## src/rtl/fcpt_pkg.sv

```systemverilog
package fcpt_pkg;

  typedef enum logic [2:0] {
    ST_IDLE     = 3'd0,
    ST_FD_REQ   = 3'd1,
    ST_FD_WAIT  = 3'd2,
    ST_FD_HOLD  = 3'd3,
    ST_FD_STOP  = 3'd4,
    ST_HD_PRESS = 3'd5
  } fc_state_e;

endpackage

```

## src/rtl/fcpt_enable_edge.sv

```systemverilog
module fcpt_enable_edge (
  input  logic clk,
  input  logic rst_n,
  input  logic level_i,
  output logic rise_o,
  output logic level_q_o
);

  logic level_q;

  always_ff @(posedge clk) begin
    if (!rst_n) begin
      level_q <= 1'b0;
    end else begin
      level_q <= level_i;
    end
  end

  assign rise_o    = level_i & ~level_q;
  assign level_q_o = level_q;

endmodule

```

## src/rtl/fcpt_mirror_counter.sv

```systemverilog
module fcpt_mirror_counter #(
  parameter int CNT_W = 16
) (
  input  logic             clk,
  input  logic             rst_n,
  input  logic             clear_i,
  input  logic             run_i,
  input  logic             tick_i,
  input  logic             load_i,
  input  logic [CNT_W-1:0] limit_i,
  output logic [CNT_W-1:0] count_o,
  output logic             reached_o,
  output logic             below_o
);

  logic [CNT_W-1:0] count_q;
  logic [CNT_W-1:0] limit_q;
  logic             reached;

  assign reached = (count_q == limit_q);

  // The counter stops at the limit, so it can never wrap.
  always_ff @(posedge clk) begin
    if (!rst_n) begin
      count_q <= '0;
    end else if (clear_i) begin
      count_q <= '0;
    end else if (run_i && tick_i && !reached) begin
      count_q <= count_q + {{(CNT_W-1){1'b0}}, 1'b1};
    end
  end

  always_ff @(posedge clk) begin
    if (!rst_n) begin
      limit_q <= '0;
    end else if (load_i) begin
      limit_q <= limit_i;
    end
  end

  assign count_o   = count_q;
  assign reached_o = reached;
  assign below_o   = (count_q < limit_q);

endmodule

```

## src/rtl/fcpt_ctrl.sv

```systemverilog
module fcpt_ctrl
  import fcpt_pkg::*;
#(
  parameter int CNT_W = 16
) (
  input  logic             clk,
  input  logic             rst_n,
  input  logic             start_i,
  input  logic             enable_i,
  input  logic             full_duplex_i,
  input  logic             accept_i,
  input  logic             reached_i,
  input  logic [CNT_W-1:0] cfg_period_i,
  input  logic [CNT_W-1:0] cfg_pause_i,
  output fc_state_e        state_o,
  output logic             clear_o,
  output logic             run_o,
  output logic             load_o,
  output logic [CNT_W-1:0] limit_o,
  output logic             req_valid_o,
  output logic [CNT_W-1:0] req_time_o
);

  fc_state_e        state_q, state_d;
  logic [CNT_W-1:0] time_q, time_d;

  always_comb begin
    state_d = state_q;
    time_d  = time_q;
    clear_o = 1'b0;
    load_o  = 1'b0;
    limit_o = cfg_pause_i;
    unique case (state_q)
      ST_IDLE: begin
        if (start_i) begin
          if (full_duplex_i) begin
            state_d = ST_FD_REQ;
            time_d  = cfg_pause_i;
          end else if (cfg_pause_i != '0) begin
            state_d = ST_HD_PRESS;
            clear_o = 1'b1;
            load_o  = 1'b1;
            limit_o = cfg_pause_i;
          end
        end
      end
      ST_FD_REQ: begin
        if (accept_i) begin
          clear_o = 1'b1;
          if (!enable_i) begin
            state_d = ST_FD_STOP;
            time_d  = '0;
          end else if (cfg_period_i == '0) begin
            state_d = ST_FD_HOLD;
          end else begin
            state_d = ST_FD_WAIT;
            load_o  = 1'b1;
            limit_o = cfg_period_i;
          end
        end
      end
      ST_FD_WAIT: begin
        if (!enable_i) begin
          state_d = ST_FD_STOP;
          time_d  = '0;
        end else if (reached_i) begin
          state_d = ST_FD_REQ;
          time_d  = cfg_pause_i;
        end
      end
      ST_FD_HOLD: begin
        if (!enable_i) begin
          state_d = ST_FD_STOP;
          time_d  = '0;
        end
      end
      ST_FD_STOP: begin
        if (accept_i) begin
          state_d = ST_IDLE;
          clear_o = 1'b1;
        end
      end
      ST_HD_PRESS: begin
        if (!enable_i || reached_i) begin
          state_d = ST_IDLE;
        end
      end
      default: begin
        state_d = ST_IDLE;
      end
    endcase
  end

  always_ff @(posedge clk) begin
    if (!rst_n) begin
      state_q <= ST_IDLE;
      time_q  <= '0;
    end else begin
      state_q <= state_d;
      time_q  <= time_d;
    end
  end

  assign state_o     = state_q;
  assign run_o       = (state_q == ST_FD_WAIT) || (state_q == ST_HD_PRESS);
  assign req_valid_o = (state_q == ST_FD_REQ) || (state_q == ST_FD_STOP);
  assign req_time_o  = time_q;

endmodule

```

## src/rtl/flowctl_pause_timer.sv

```systemverilog
module flowctl_pause_timer
  import fcpt_pkg::*;
#(
  parameter int CNT_W  = 16,
  parameter int STAT_W = 32
) (
  input  logic                 clk,
  input  logic                 rst_n,
  input  logic [2*CNT_W-1:0]   cfg_word,
  input  logic                 full_duplex,
  input  logic                 fc_enable,
  input  logic                 tick,
  output logic                 pause_valid,
  input  logic                 pause_ready,
  output logic [CNT_W-1:0]     pause_time,
  output logic                 backpressure,
  output logic [STAT_W-1:0]    status_word
);

  localparam int CFG_W = 2 * CNT_W;

  logic [CNT_W-1:0] cfg_period;
  logic [CNT_W-1:0] cfg_pause;
  logic             start;
  logic             en_q;
  logic             accept;
  logic             clear;
  logic             run;
  logic             load;
  logic [CNT_W-1:0] limit;
  logic [CNT_W-1:0] count;
  logic             reached;
  logic             below;
  fc_state_e        state;

  assign cfg_period = cfg_word[CNT_W-1:0];
  assign cfg_pause  = cfg_word[CFG_W-1:CNT_W];
  assign accept     = pause_valid & pause_ready;

  fcpt_enable_edge u_edge (
    .clk       (clk),
    .rst_n     (rst_n),
    .level_i   (fc_enable),
    .rise_o    (start),
    .level_q_o (en_q)
  );

  fcpt_ctrl #(.CNT_W(CNT_W)) u_ctrl (
    .clk           (clk),
    .rst_n         (rst_n),
    .start_i       (start),
    .enable_i      (fc_enable),
    .full_duplex_i (full_duplex),
    .accept_i      (accept),
    .reached_i     (reached),
    .cfg_period_i  (cfg_period),
    .cfg_pause_i   (cfg_pause),
    .state_o       (state),
    .clear_o       (clear),
    .run_o         (run),
    .load_o        (load),
    .limit_o       (limit),
    .req_valid_o   (pause_valid),
    .req_time_o    (pause_time)
  );

  fcpt_mirror_counter #(.CNT_W(CNT_W)) u_cnt (
    .clk       (clk),
    .rst_n     (rst_n),
    .clear_i   (clear),
    .run_i     (run),
    .tick_i    (tick),
    .load_i    (load),
    .limit_i   (limit),
    .count_o   (count),
    .reached_o (reached),
    .below_o   (below)
  );

  assign backpressure = (state == ST_HD_PRESS) && below;

  generate
    if (STAT_W > CNT_W) begin : g_stat_pad
      assign status_word = {{(STAT_W-CNT_W){1'b0}}, count};
    end else begin : g_stat_cut
      assign status_word = count[STAT_W-1:0];
    end
  endgenerate

endmodule

```

## config.mk

```make
export PLATFORM = sky130hd
export DESIGN_NAME = flowctl_pause_timer
export DESIGN_NICKNAME = d
export VERILOG_FILES = /design/src/rtl/fcpt_pkg.sv /design/src/rtl/fcpt_enable_edge.sv /design/src/rtl/fcpt_mirror_counter.sv /design/src/rtl/fcpt_ctrl.sv /design/src/rtl/flowctl_pause_timer.sv
export SDC_FILE = /design/constraint.sdc
export NUM_CORES = 1
export LEC_CHECK = 0
export BUFFER_PORTS_ARGS = -buffer_cell sky130_fd_sc_hd__buf_2
export CORE_UTILIZATION = 41
export DETAILED_ROUTE_END_ITERATION = 7
export GPL_ROUTABILITY_DRIVEN = 0
export PLACE_DENSITY_LB_ADDON = 0.12
export SLEW_MARGIN = 10
export SYNTH_ARGS = -nofsm -noshare
export SYNTH_HDL_FRONTEND = slang
export SYNTH_HIERARCHICAL = 1
export SYNTH_SLANG_ARGS = --single-unit
```

## constraint.sdc

```tcl
create_clock -name clk -period 3.1 [get_ports clk]
set_input_delay 0.465 -clock clk [delete_from_list [all_inputs] [get_ports clk]]
set_output_delay 0.465 -clock clk [all_outputs]
set_load 0.05 [all_outputs]
```

# Word level (Yosys, flattened, before mapping)
# Cells that the tools add are included.
dict set report totals {
  regBits 52
  latch_bits 0
  ramBits 0
  mem_bits_ro 0
  inputBits 38
  out_inout_bits 50
  n_memories 0
}
dict set report op_classes {
  n_addsub 1
  n_mul 0
  n_div 0
  order_cmp 1
  n_eq_ne 14
  shift 0
  mux 32
  n_bitwise 4
  reduce_logical 16
}
# op n
set ops {}
lappend ops {{16-bit two-way mux} 10}
lappend ops {{16-bit case mux with 4 select lines} 1}
lappend ops {{3-bit two-way mux} 10}
lappend ops {{3-bit case mux with 6 select lines} 1}
lappend ops {{16-bit by 1-bit adder with 16-bit output, second input constant} 1}
lappend ops {{16-bit equality test} 1}
lappend ops {{16-bit logical NOT} 1}
lappend ops {{16-bit less-than comparator} 1}
lappend ops {{16-bit nonzero test} 1}
lappend ops {{2-bit inequality test, second input constant} 5}
lappend ops {{1-bit two-way mux} 8}
lappend ops {{7-bit AND reduction} 1}
lappend ops {{3-bit by 2-bit equality test with 1-bit output, second input constant} 2}
lappend ops {{3-bit equality test, second input constant} 2}
lappend ops {{3-bit by 2-bit inequality test with 1-bit output, second input constant} 2}
lappend ops {{5-bit AND reduction} 1}
lappend ops {{1-bit case mux with 2 select lines} 2}
lappend ops {{4-bit nonzero test} 1}
lappend ops {{2-bit OR reduction} 2}
lappend ops {{3-bit by 1-bit equality test with 1-bit output, second input constant} 1}
lappend ops {{1-bit logical AND} 3}
lappend ops {{3-bit logical NOT} 1}
lappend ops {{1-bit logical OR} 3}
lappend ops {{1-bit bitwise AND} 2}
lappend ops {{3 further kinds} 5}

# Logic depth before layout (Yosys ltp)
dict set report logic_depth {
  word_depth 6
  ltp_mapped 14
}

# Cells and area by module
# Netlist, hierarchy kept.
# mod n_inst cells_per_inst area_per_inst_um2 seq_area_each_um2
set modules_own_cells {}
lappend modules_own_cells {fcpt_mirror_counter 1 195 1761.7 640.6}
lappend modules_own_cells {fcpt_ctrl 1 148 1296.2 380.4}
lappend modules_own_cells {flowctl_pause_timer 1 19 140.1 0.0}
lappend modules_own_cells {fcpt_enable_edge 1 3 40.0 20.0}

# Worst setup path after synthesis
# OpenSTA, ideal clock, no wires.
dict set report synth_timing {
  path_type {register to register}
  startpoint {reg u_ctrl.state_q[0] (netlist: u_ctrl/state_o[0])}
  endpoint {reg u_cnt.limit_q[10]}
  setup_time_ps 116
  t_arrival_ps 3209
  required_ps 2984
  slack_ps -225
  stages_incl_launch_ff 15
  cell_sequence {dfxtp_1 -> buf_6 -> buf_2 -> xnor2_1 -> nor2_1 -> and2_1 -> nand4_1 -> nand2b_1 -> buf_2 -> buf_4 -> nand2_1 -> clkbuf_1 -> buf_2 -> mux2i_1 -> nor2b_1}
}
dict set report synth_between {
  elab_chain_len 5
}
# item line
set synth_lines {}
lappend synth_lines {{start: declaration} fcpt_ctrl.sv:24} ;# fc_state_e state_q, state_d;
lappend synth_lines {{start signal: assignment} fcpt_ctrl.sv:99} ;# state_q <= state_d;
lappend synth_lines {{3-bit by 1-bit equality test with 1-bit output / 3-bit equality test (equally long branches)} fcpt_ctrl.sv:106} ;# assign req_valid_o = (state_q == ST_FD_REQ) || (state_q == ST_FD_STOP);
lappend synth_lines {{1-bit logical OR (*)} fcpt_ctrl.sv:106}
lappend synth_lines {{named net pause_valid} flowctl_pause_timer.sv:13} ;# output logic pause_valid,
lappend synth_lines {{1-bit bitwise AND (*)} flowctl_pause_timer.sv:38} ;# assign accept = pause_valid & pause_ready;
lappend synth_lines {{named net accept} flowctl_pause_timer.sv:26} ;# logic accept;
lappend synth_lines {{1-bit two-way mux (*)} fcpt_ctrl.sv:48} ;# if (accept_i) begin
lappend synth_lines {{1-bit case mux with 2 select lines (*)} fcpt_ctrl.sv:33} ;# unique case (state_q)
lappend synth_lines {{named net load} flowctl_pause_timer.sv:29} ;# logic load;
lappend synth_lines {{end signal: assignment} fcpt_mirror_counter.sv:37} ;# limit_q <= limit_i;
lappend synth_lines {{end: declaration} fcpt_mirror_counter.sv:17} ;# logic [CNT_W-1:0] limit_q;
# The timed path passes the listed nets; every way through them passes the cells marked *.
# A chain may end at the register's enable or synchronous reset.

# Worst setup path in the final report
dict set report layout_timing {
  startpoint {reg u_cnt.limit_q[1]}
  endpoint {out backpressure}
}
dict set report layout_between {
  elab_chain_len 2
}
# item line
set layout_lines {}
lappend layout_lines {{16-bit less-than comparator} fcpt_mirror_counter.sv:43} ;# assign below_o = (count_q < limit_q);
lappend layout_lines {{named net below} flowctl_pause_timer.sv:33} ;# logic below;
lappend layout_lines {{1-bit logical AND} flowctl_pause_timer.sv:80} ;# assign backpressure = (state == ST_HD_PRESS) && below;
lappend layout_lines {{end: declaration} flowctl_pause_timer.sv:16} ;# output logic backpressure,
# The timed path passes the listed nets, and every way through them passes these cells.

==> impl_metrics.ini <==
[status]
status = finished, final reports clean

[floorplan]
die_h_um = 90.9
die_w_um = 90.9
rows = 32
initial_core_util_pct = 42.1
io_pins = 88
core-area_mm2 = 0.00769
die_area_mm2 = 0.00826

[clocking]
cts-resized-gates = 0
cts_setup_buffers = 0
htree_levels = 2
clk_path_buf_depth = 2
tritoncts = done
ctsHoldBuffers = 0
cts_buffers = 5
clk_latency_ps = 310
cts_sinks = 52
clockRootBuffer = clkbuf_8
path_clk_slew_ps = 100

[timing]
fmax_mhz = 345
timing_hold_violations_final = 0
setup_violations = 0
fin_ws_ps = 199
fin_crit_sh_pct = 93.6
rsz0062_at_grt = no
drv_slew = 0
min_period_ps = 2900
finalSetupTns_ps = 0
finClkSkew_ps = 8.99
worstMarginPinSlew_ps = 926
whs_ps = 498
maxSlewHeadroom_pct = 38.2

[critical_path]
crit_path_end_kind = primary output
cp_cell_sequence = inv_1 > ha_1 > nor2b_1 > o211ai_1 > a21oi_1 > or3_1 > a221oi_2 > and4b_1 > buf_4
cp_max_fo = 2
r2r_start = u_cnt/count_o[0]
path_depth = 9
start_kind = register
rr_worst_depth = 10
crit_family = simple AND/OR/NAND/NOR gates
critPathKind = register to primary output
rrSetupSlack_ps = 330
crit_arrival_ps = 2440
worst-path-buf-inv = 2
crit_required_ps = 2630
timing.rr.end = u_ctrl/state_o[2]
cp_slowest_stage_delay_ps = 380
crit_slowest_cell = or3_1

[global_routing]
grt_usage_pct = 19.1
grt-ovfl-total = 0
grt_pass1_vias = 2501
grt_antenna_before_repair = 0
grt_max_degree = 21
grt_pass1_wl_um = 12600

[hold_path]
hold_depth = 2
hp-start = u_ctrl/req_time_o[9]
whs_endpoint = u_ctrl/req_time_o[9]
hold_path_class = register to register

[logic_synthesis]
synth_mux_area_share_pct = 16.4
yosysUniqueCellTypes = 50
synth_compound_area_share_pct = 7.46
synth_xor_area_share_pct = 3.52
synth_edf_count = 0
synth.avg_cell_area_um2 = 8.87
synth.top_cell.area_share_pct = 32.1
ys_async_sr_fraction_pct = 0
netlist_area_mm2 = 0.00324
synthFlopType = dfxtp_1
yosysWarningCount = 6
synth_fa_ha_area_share_pct = 6.57
yosys-top-cells-area = dfxtp_1 (32%), mux2i_1 (11%), ha_1 (6.6%)
synth_top_family_by_area = simple AND/OR/NAND/NOR gates
yosysTopAreaCell = dfxtp_1
ys_seq_elements = 52
yosys.area_share.simple_pct = 24.5
syn_inst = 365
ys_seq_area_share_pct = 32.1

[drt]
drc = 0
routedWlPerCell_um = 14.2
via_per_inst = 4.96
ant_nets = 0
drtPass1Iterations = 4
num_vias = 2652
first_iter_violations = 123
routed_wl_um = 7610

[placement]
place_area_mm2 = 0.00361
place_ws_ps = 331
placed_cells = 527
hpwl_um = 5760
io_buffers = 71

[cells_and_area]
nNetsFinal = 487
final_cells = 535
drive_gt1_share_pct = 26.1
post-route-cell-area_mm2 = 0.00370
fill_cells = 768
area_delta_synth_final_pct = 14.4
antennaDiodeCount = 0

[pwr]
switching_share_pct = 42.0
power_density_mw_per_mm2 = 592
internal_power_uw = 1270
clkPwrFrac_pct = 18.1
power_frac_comb_pct = 45.5
power_switching_uw = 922
max-vdd-ir-drop_mv = 0.229
seq_power_share_pct = 36.4
power_leakage_uw = 0.00164

[run]
drv_cap = 0
cell usage in the layout, fill, tap and decap left out, types with 16 or more instances in the layout:
cell	synthesis	layout
nor2_1	38	37
inv_1	21	21
ha_1	17	17
dfxtp_1	52	51
nand2_1	16	16
conb_1	1	16
mux2i_1	34	34
mux2_2	17	17
and2_1	19	19
nor2b_1	21	21
buf_2	5	70
worst max path at each step:
stage                      start                end  slack, ps
2_1_floorplan  u_ctrl/state_o[0]  u_cnt/limit_q[10]         40
3_3_place_gp   u_cnt/count_o[13]  u_ctrl/state_o[0]        350
3_5_place_dp   u_cnt/count_o[13]  u_ctrl/state_o[2]        330
4_1_cts         u_cnt/count_o[1]       backpressure         60
5_1_grt         u_cnt/limit_q[1]       backpressure          7
6_report        u_cnt/limit_q[1]       backpressure        200
routing by layer:
layer / global-route usage, % / up-vias / wire, µm
li1: - / 1358 / -
met1: 26.0 / 1195 / 3790
met2: 30.3 / 91 / 3310
met3: 3.54 / 8 / 380
met4: 5.95 / 0 / 128
met5: 0 / - / 0
logic make-up after synthesis:
group | after synthesis
other | 1
buffers and inverters | 54
and+or+nand+nor | 145
DFF | 52
adders and majority gates | 17
xor gates and xnor gates | 13
muxes | 51
AOI/OAI and AO/OA | 32
worst min-delay path: stages (launching register included):
cell	delay (ps)
dfxtp_1	340
mux2i_1	60
nor2_1	70
cells in the mapped netlist (12+ instances only):
library cell / instances
a21oi_1: 12
and2_1: 19
buf_4: 17
dfxtp_1: 52
ha_1: 17
inv_1: 21
mux2_2: 17
mux2i_1: 34
nand2_1: 16
nor2_1: 38
nor2b_1: 21
nor4_1: 13
xnor2_1: 13
layout make-up:
class / count / area, µm² / share of cell area, %
Timing Repair Buffer: 77 / 403 / 10.9
Inverter: 22 / 82.6 / 2.23
Clock inverter: 3 / 18.8 / 0.507
Tap cell: 102 / 128 / 3.44
Clock buffer: 5 / 68.8 / 1.86
Multi-Input combinational cell: 274 / 1960 / 53.0
Sequential cell: 52 / 1040 / 28.1
per-stage QoR:
stage,total power (µW),utilization [%]
floorplan,1630,-
detailed placement,1800,46.9
global placement,1790,46.9
CTS,2200,48.1
finish,2190,48.2
global route,2340,48.2
state kept, by name, indices dropped and copies added (netlist names):
register	flops
u_cnt/count_o	16
u_cnt/limit_q	16
u_ctrl/req_time_o	16
u_ctrl/state_o	3
u_edge/level_q_o	1
power by group through the flow:
| stage | logic (µW) | clock network [µW] | registers, µW |
|---|---|---|---|
| floorplan | 712 | 0 | 919 |
| global placement | 983 | 0 | 811 |
| detailed placement | 988 | 0 | 813 |
| CTS | 992 | 412 | 799 |
| global route | 1090 | 443 | 810 |
| finish | 998 | 397 | 799 |
Note: power is estimated with default switching activity, not from simulation.
